### src/rtl/tag_pkg.sv
package tag_pkg;

  typedef enum logic [1:0] {
    TAG_ORD  = 2'd0,
    TAG_ATOM = 2'd1,
    TAG_NUL  = 2'd2,
    TAG_NN   = 2'd3
  } tag_e;

  typedef enum logic [2:0] {
    OP_IDLE    = 3'd0,
    OP_DESCHED = 3'd1,
    OP_WORK    = 3'd2,
    OP_NLOAD   = 3'd3,
    OP_SWITCH  = 3'd4
  } op_e;

  // Strobe priority: deschedule, new work, null load, switch.
  function automatic op_e pick_op(input logic ds, input logic wk,
                                  input logic nl, input logic sw);
    if (ds)      return OP_DESCHED;
    else if (wk) return OP_WORK;
    else if (nl) return OP_NLOAD;
    else if (sw) return OP_SWITCH;
    else         return OP_IDLE;
  endfunction

  // Legality of the chosen operation from the current state.
  function automatic logic step_legal(input op_e op, input tag_e cur,
                                      input tag_e tgt, input logic pend);
    case (op)
      OP_DESCHED: return 1'b1;
      OP_WORK:    return !pend && (cur == TAG_NN) && (tgt != TAG_NN);
      OP_NLOAD:   return !pend && (cur == TAG_NN);
      OP_SWITCH:  return !pend && (cur != TAG_NN) && (tgt != TAG_NN) &&
                         !((cur == TAG_NUL) && (tgt == TAG_NUL));
      default:    return 1'b1;
    endcase
  endfunction

  function automatic logic is_request(input op_e op);
    return (op == OP_WORK) || (op == OP_NLOAD) || (op == OP_SWITCH);
  endfunction

endpackage

### src/rtl/tag_core_fsm.sv
module tag_core_fsm
  import tag_pkg::*;
#(
  parameter bit ARB_EN = 1'b1
) (
  input  logic clk,
  input  logic rst_n,
  input  logic desched_i,
  input  logic work_i,
  input  logic nload_i,
  input  logic sw_i,
  input  tag_e tgt_i,
  input  logic grant_i,
  output tag_e cur_o,
  output logic err_o,
  output logic pend_o,
  output logic own_o
);

  tag_e cur_q;
  logic err_q, pend_q, own_q;

  op_e  op_w;
  logic legal_w;
  logic take_w;

  assign op_w    = pick_op(desched_i, work_i, nload_i, sw_i);
  assign legal_w = step_legal(op_w, cur_q, tgt_i, pend_q);
  assign take_w  = grant_i && (op_w != OP_DESCHED);

  always_ff @(posedge clk) begin
    if (!rst_n) begin
      cur_q  <= TAG_NN;
      err_q  <= 1'b0;
      pend_q <= 1'b0;
      own_q  <= 1'b0;
    end else begin
      err_q <= 1'b0;
      case (op_w)
        OP_DESCHED: begin
          cur_q  <= TAG_NN;
          pend_q <= 1'b0;
          own_q  <= 1'b0;
        end
        OP_NLOAD: begin
          if (legal_w) cur_q <= TAG_NUL;
          else         err_q <= 1'b1;
        end
        OP_WORK, OP_SWITCH: begin
          if (legal_w) begin
            cur_q <= tgt_i;
            if (tgt_i == TAG_ATOM) begin
              if (!own_q) begin
                if (ARB_EN) pend_q <= 1'b1;
                else        own_q  <= 1'b1;
              end
            end else begin
              own_q <= 1'b0;
            end
          end else begin
            err_q <= 1'b1;
          end
        end
        default: ;
      endcase
      if (take_w) begin
        own_q  <= 1'b1;
        pend_q <= 1'b0;
      end
    end
  end

  assign cur_o  = cur_q;
  assign err_o  = err_q;
  assign pend_o = pend_q;
  assign own_o  = own_q;

endmodule

### src/rtl/tag_atomic_arb.sv
module tag_atomic_arb #(
  parameter int NCORES = 3
) (
  input  logic [NCORES-1:0] pend_i,
  input  logic [NCORES-1:0] own_i,
  output logic [NCORES-1:0] grant_o
);

  logic owned_w;
  assign owned_w = |own_i;

  always_comb begin
    logic hit;
    hit     = 1'b0;
    grant_o = '0;
    if (!owned_w) begin
      for (int i = 0; i < NCORES; i++) begin
        if (pend_i[i] && !hit) begin
          grant_o[i] = 1'b1;
          hit        = 1'b1;
        end
      end
    end
  end

endmodule

### src/rtl/tag_state_tracker.sv
module tag_state_tracker
  import tag_pkg::*;
#(
  parameter int NCORES = 3,
  parameter bit ARB_EN = 1'b1
) (
  input  logic                clk,
  input  logic                rst_n,
  input  logic [NCORES-1:0]   sw_req,
  input  logic [2*NCORES-1:0] sw_type,
  input  logic [NCORES-1:0]   work_req,
  input  logic [NCORES-1:0]   desched_req,
  input  logic [NCORES-1:0]   nload_req,
  output logic [2*NCORES-1:0] cur_type,
  output logic [NCORES-1:0]   err_pulse,
  output logic [NCORES-1:0]   busy,
  output logic [NCORES-1:0]   atom_own
);

  localparam int TW = 2;

  logic [NCORES-1:0] arb_grant;
  tag_e              cur_w [NCORES];

  for (genvar i = 0; i < NCORES; i++) begin : g_core
    tag_core_fsm #(.ARB_EN(ARB_EN)) u_core (
      .clk      (clk),
      .rst_n    (rst_n),
      .desched_i(desched_req[i]),
      .work_i   (work_req[i]),
      .nload_i  (nload_req[i]),
      .sw_i     (sw_req[i]),
      .tgt_i    (tag_e'(sw_type[TW*i +: TW])),
      .grant_i  (arb_grant[i]),
      .cur_o    (cur_w[i]),
      .err_o    (err_pulse[i]),
      .pend_o   (busy[i]),
      .own_o    (atom_own[i])
    );
    assign cur_type[TW*i +: TW] = cur_w[i];
  end

  if (ARB_EN) begin : g_arb
    tag_atomic_arb #(.NCORES(NCORES)) u_arb (
      .pend_i (busy),
      .own_i  (atom_own),
      .grant_o(arb_grant)
    );
  end else begin : g_noarb
    assign arb_grant = '0;
  end

endmodule

### config.mk
export PLATFORM = sky130hd
export DESIGN_NAME = tag_state_tracker
export DESIGN_NICKNAME = d
export VERILOG_FILES = /design/src/rtl/tag_pkg.sv /design/src/rtl/tag_core_fsm.sv /design/src/rtl/tag_atomic_arb.sv /design/src/rtl/tag_state_tracker.sv
export SDC_FILE = /design/constraint.sdc
export NUM_CORES = 1
export LEC_CHECK = 0
export BUFFER_PORTS_ARGS = -buffer_cell sky130_fd_sc_hd__buf_4
export CAP_MARGIN = 25
export CORE_MARGIN = 3
export CORE_UTILIZATION = 40
export DETAILED_ROUTE_END_ITERATION = 8
export PLACE_DENSITY = 0.67
export SYNTH_ARGS = -nofsm -noshare
export SYNTH_HDL_FRONTEND = slang
export SYNTH_SLANG_ARGS = --single-unit
### constraint.sdc
create_clock -name clk -period 2.5 [get_ports clk]
set_clock_uncertainty 0.1 [all_clocks]
set_input_delay 0.125 -clock clk [delete_from_list [all_inputs] [get_ports clk]]
set_output_delay 0.125 -clock clk [all_outputs]
set_load 0.01 [all_outputs]
==> Yosys cells after proc, flatten, opt, wreduce, memory -nomap -nowiden <==
Index checks and enable logic that the tools add are counted.
Widths: inputs -> output; s select.
{ "word_totals": {"latch_bits": 0, "reg_bits": 15, "ram_bits": 0, "out_inout_bits": 15, "mem_count": 0, "inputBits": 20, "romBits": 0} }
{ "classes": {"muxes": 61, "n_shift": 0, "eq_ne": 48, "add_sub_neg": 0, "multipliers": 0, "bitwise": 1, "n_div": 0, "n_reduce_logical": 62, "n_lt_le_gt_ge": 0} }
{ "ops": {"columns": ["op", "n"], "rows": [
  ["$mux 3", 13],
  ["$mux 1", 30],
  ["$logic_and 1x1->1", 23],
  ["$eq 2x2->1 const B", 9],
  ["$eq 3x2->1 const B", 6],
  ["$ne 2x1->1 const B", 9],
  ["$ne 2x2->1 const B", 9],
  ["$ne 3x1->1 const B", 6],
  ["$pmux 2 s3", 3],
  ["$reduce_bool 3->1", 6],
  ["$mux 2", 6],
  ["$pmux 1 s2", 6],
  ["$reduce_and 2->1", 6],
  ["$reduce_and 4->1", 3],
  ["$reduce_or 2->1", 6],
  ["$reduce_or 3->1", 4],
  ["$eq 3x1->1 const B", 3],
  ["$eq 3x3->1 const B", 3],
  ["$pmux 1 s3", 3],
  ["$reduce_and 3->1", 3],
  ["$logic_not 1->1", 8],
  ["$eq 2x1->1 const B", 3],
  ["$reduce_bool 2->1", 3],
  ["$not 1->1", 1]
]} }

==> Logic depth before layout (Yosys ltp) <==
{ "depth": {"ltp_word": 13, "depth_mapped": 5, "mapped_depth_nobuf": 5} }

==> Hierarchy <==
Synthesis repeated with hierarchy kept, for this count alone.
{ "hier_totals": {"cells_unflattened": 103, "area_unflattened_um2": 904.6} }
{ "modules_own_cells": {"columns": ["mod", "n_inst", "cells_per_inst", "area_per_inst_um2"], "rows": [
  ["tag_core_fsm", 3, 33, 289.0],
  ["tag_atomic_arb", 1, 4, 37.5]
]} }

==> Least setup slack after synthesis <==
Ideal clock, no wire load.
{ "synth_path": {"kind": "reg2reg", "from": "register g_core[1].u_core.cur_q[1]", "to": "register g_core[1].u_core.own_q", "t_arrival_ns": 1.295, "required_time_ns": 2.278, "setup_ns": 0.122, "setup_slack_ns": 0.983, "stages_incl_launch_ff": 6, "path_cell_list": "dfxtp_1 > o211ai_1 > or3_4 > and3_1 > o31ai_1 > a21oi_1"} }
{ "synth_between": {"elab_chain_len": 7, "word_cells_on_any_way": 13} }
{ "synth_rtl": {"columns": ["element", "line", "rtl"], "rows": [
  ["start: declaration", "tag_core_fsm.sv:20", "tag_e cur_q;"],
  ["start signal: assignment", "tag_core_fsm.sv:51", "cur_q <= tgt_i;"],
  ["$ne 2x2->1 or $eq 2x2->1 (tied branches)", "tag_pkg.sv:35, tag_pkg.sv:36", null],
  ["$logic_and 1x1->1, on equally long branches", "tag_pkg.sv:35, tag_pkg.sv:36", null],
  ["$logic_and 1x1->1 or $logic_not 1->1 (tied branches)", "tag_pkg.sv:35, tag_pkg.sv:36", null],
  ["$logic_and 1x1->1", "tag_pkg.sv:35", "OP_SWITCH: return !pend && (cur != TAG_NN) && (tgt != TAG_NN) &&"],
  ["$pmux 1 s3 *", "tag_pkg.sv:31", "case (op)"],
  ["$ne 3x1->1 (no line) *", null, null],
  ["$reduce_and 2->1 (no line) *", null, null],
  ["end signal: assignment", "tag_core_fsm.sv:36", "own_q <= 1'b0;"],
  ["end signal: assignment", "tag_core_fsm.sv:43", "own_q <= 1'b0;"],
  ["end signal: assignment", "tag_core_fsm.sv:55", "else own_q <= 1'b1;"],
  ["end: declaration", "tag_core_fsm.sv:21", "logic err_q, pend_q, own_q;"]
]} }
Mark *: on every way between the ends. The rest lies on a longest branch, timed or not.
A chain may end at the register's enable or synchronous reset.

==> Worst setup path in the final report <==
{ "layout_path": {"from": "register g_core[2].u_core.own_q", "to": "register g_core[2].u_core.own_q"} }
{ "layout_between": {"elab_chain_len": 5, "word_cells_on_any_way": 11} }
{ "layout_rtl": {"columns": ["element", "line", "rtl"], "rows": [
  ["start: declaration", "tag_core_fsm.sv:21", null],
  ["start signal: assignment", "tag_core_fsm.sv:36", null],
  ["start signal: assignment", "tag_core_fsm.sv:43", null],
  ["start signal: assignment", "tag_core_fsm.sv:55", null],
  ["$mux 1 or $reduce_or 3->1 (tied branches)", "tag_core_fsm.sv:53, tag_atomic_arb.sv:10", null],
  ["$mux 1 or $mux 3 (tied branches)", "tag_core_fsm.sv:52, tag_atomic_arb.sv:16", null],
  ["$mux 1 or $logic_and 1x1->1 (tied branches)", "tag_core_fsm.sv:50, tag_core_fsm.sv:29", null],
  ["$pmux 1 s2, or another cell as far along", "tag_core_fsm.sv:39", "case (op_w)"],
  ["$mux 1 or $reduce_and 2->1 (tied branches)", null, null]
]} }
Several ways; a longest one is shown, not always the timed one. The select of a mux whose other input is x is not followed.

==> out/metrics.yaml <==
synthesis:
  synthesis.area_per_instance_sq_um: 8.15
  postSynth.asyncResetShare_pct: 0
  post_synth_instance_area_sq_um: 921
  ys_dominant_reg_cell: "sky130_fd_sc_hd__dfxtp_1"
  netlist_instances: 113
  number_of_flops_mapped_to_enable_cells_by_yosys: 0
  ys_seq_area_share_pct: 32.6
  post_synth_num_cell_types: 39
  synth_warnings: 0
  postSynthNetCount: 133
  number_of_storage_elements_in_the_synthesis_netlist: 15
worst_setup_path:
  worstSetupStartpoint: "g_core[2].u_core.own_o$_SDFFE_PN0P_"
  worstPathMaxFanout: 5
  setup.worst_path.class: "flip-flop to flip-flop"
  r2r-start: "g_core[2].u_core.own_o$_SDFFE_PN0P_"
  timing.critical_path.slowest_cell_delay_ns: 0.47
  ordered_cell_list_for_the_critical_path: "nor3_1, nand2b_1, nor3b_2, nor2_1, a211oi_1"
  start_kind: "flip-flop"
  cpMaxStageDelayCell: "sky130_fd_sc_hd__nor3_1"
  cp_data_required_time_ns: 2.60
  critical_path.endpoint_type: "flip-flop"
  critical_path_arrival_ns: 1.73
sta:
  tightestPinTransition_ns: 0.518
  hold_violations: 0
  setup_total_negative_slack_ns: 0
  min_period_ns: 1.63
  setup_viol: 0
  timing.final.ws_setup_ns: 0.873
  max_clock_freq_mhz: 614
  post-route-period-util_pct: 65.1
  timing_max_transition_violations_final: 0
  setup_repair_after_global_routing_missed_its_margin: "no"
  hold_slack_ns: 0.0522
  worst_slew_margin_rel_pct: 65.2
final_layout:
  post_route_cells_drive_above_1_share_pct: 29.4
  final_design_area_no_fill_sq_mm: 0.00118
  final_nets: 164
  synthToLayoutAreaGrowth_pct: 28.1
  fillerInstances: 191
  ant_cells: 0
  share_of_the_core_filled_with_cells_in_the_final_layout_pct: 57.2
power_and_ir_drop:
  leakage_nw: 0.521
  p_per_area_mw_per_mm2: 435
  worst_ir_drop_vdd_mv: 0.285
flow_run:
  max_cap_viol_count: 0
clock_network:
  root_buffer: "sky130_fd_sc_hd__clkbuf_4"
  clk-insertion-delay-late_ns: 0.28
  cts_sinks: 15
  cts-hold-fix-buffers: 1
  clk_pin_slew_ns: 0.09
  cts_tree: "built"
  clk_path_buf_depth: 2
  cts_resized: 0
  ctsHtreeMaxLevel: 1
  cts_post_setup_buffers_inserted: 0
  number_of_cts_inserted_buffers: 3
grt:
  grt.total_usage_pct: 17.2
  overflow: 0
  grt_start_max_net_pins: 10
  antenna_found_initial: 0
  number_of_global_route_vias_before_repair: 870
  first_pass_grt_wire_length_mm: 3.75
floorplanning:
  starting_density_pct: 44.7
  die_x_um: 54.0
  die_area_sq_mm: 0.00291
  floorplan.rows: 16
  placeableCoreArea_sq_mm: 0.00206
  die_extent_in_y_um: 54.0
  io-pin-count: 35
place:
  place_hpwl_mm: 1.76
  setup_slack_after_placement_ns: 0.920
  postPlaceCellArea_sq_mm: 0.00114
  port-buffer-count: 34
  gpl_wtd_cong: 0.856
outcome:
  status: "finished, final reports clean"
detailed_routing:
  postRouteAntennaNets: 0
  drt_iter0_drc: 29
  wirelength_mm: 2.20
  drt_drc_violations_left: 0
  drt-pass1-iter-count: 4
  wire_per_inst_um: 13.0
  num_vias: 977
  post_drt_via_cell_ratio: 5.75
worst_hold_path:
  hp-class: "input port to flip-flop"
  hold_path.startpoint: "desched_req[1]"
[cell usage after synthesis, drive strengths merged (3+ instances only)]
library cell	number	area, sq um
o21ai	5	25.0
nand4	3	18.8
or3	3	23.8
nand2b	7	43.8
dfxtp	15	300
inv	7	26.3
nor2b	3	18.8
a21oi	12	60.1
nor3	6	30.0
a31oi	3	18.8
nor2	8	30.0
buf	9	67.6
[final timing paths]
kind / cells past startpoint / end / slack, ns
max reg2reg: 5 / g_core[2].u_core.own_o$_SDFFE_PN0P_ / 0.87
min reg2reg: 2 / g_core[0].u_core.cur_o[0]$_SDFFE_PN1P_ / 0.42
max: 5 / g_core[2].u_core.own_o$_SDFFE_PN0P_ / 0.87
min: 3 / g_core[1].u_core.own_o$_SDFFE_PN0P_ / 0.05
[state kept, by name (all words and copies together) (netlist names)]
register              flops
g_core.u_core.err_o       3
g_core.u_core.pend_o      3
g_core.u_core.own_o       3
g_core.u_core.cur_o       6
[through the flow]
step           power, mW  std cells
6_report           0.514        170
5_1_grt            0.546        170
4_1_cts            0.519        170
3_5_place_dp       0.380        165
3_3_place_gp       0.379        165
2_1_floorplan      0.326        113
[logic make-up (layout without fill, tap and decap cells)]
family / count (synthesis) / after routing / synth area share, %
buffers and inverters: 16 / 46 / 10.2
multiplexers: 2 / 2 / 2.17
AO/OA/AOI/OAI: 37 / 37 / 26.9
flip-flops: 15 / 15 / 32.6
AND/OR/NAND/NOR: 43 / 43 / 28.1
[area by class of cell]
class | instances | area (sq um) | area share [%]
clock buffer | 3 | 22.5 | 1.91
sequential | 15 | 300 | 25.5
timing repair buffer | 35 | 265 | 22.5
tap | 27 | 33.8 | 2.86
inverter | 7 | 26.3 | 2.23
multi-input combinational | 82 | 527 | 44.6
clock inverter | 1 | 5.00 | 0.424
[cells in the final DEF, fill, tap and decap left out, types with 2 or more instances in the layout]
| master | n |
|---|---|
| sky130_fd_sc_hd__nor2_1 | 8 |
| sky130_fd_sc_hd__clkbuf_4 | 3 |
| sky130_fd_sc_hd__buf_4 | 34 |
| sky130_fd_sc_hd__a211oi_1 | 2 |
| sky130_fd_sc_hd__nor2b_1 | 3 |
| sky130_fd_sc_hd__nand2b_1 | 7 |
| sky130_fd_sc_hd__dfxtp_1 | 15 |
| sky130_fd_sc_hd__a32oi_1 | 2 |
| sky130_fd_sc_hd__mux2i_1 | 2 |
| sky130_fd_sc_hd__o31ai_1 | 2 |
| sky130_fd_sc_hd__and3_1 | 2 |
| sky130_fd_sc_hd__a21oi_1 | 12 |
| sky130_fd_sc_hd__a31oi_1 | 3 |
| sky130_fd_sc_hd__nor3_1 | 6 |
| sky130_fd_sc_hd__nand4_1 | 3 |
| sky130_fd_sc_hd__or3_1 | 2 |
| sky130_fd_sc_hd__nand2_1 | 2 |
| sky130_fd_sc_hd__o21ai_0 | 5 |
| sky130_fd_sc_hd__inv_1 | 7 |
[metal layers]
layer  vias up  track usage (%)  part of all wire (%)
met2        26             29.0                    48
met4         0             4.98                  0.54
met5         -                0                     0
met1       471             22.5                    46
met3         2             2.49                   5.9
li1        478                -                     -
[critical path: cells and delay by family (launching register included)]
family / cells / cell delay (ns)
and+or+nand+nor: 4 / 0.91
DFF: 1 / 0.34
AOI/OAI and AO/OA: 1 / 0.20
[power breakdown]
part,internal [mW],switching [mW]
Clock,0.0592,0.0777
Sequential,0.247,0.00733
Combinational,0.0624,0.0598
Total,0.369,0.145
Note: power is estimated with default switching activity, not from simulation.
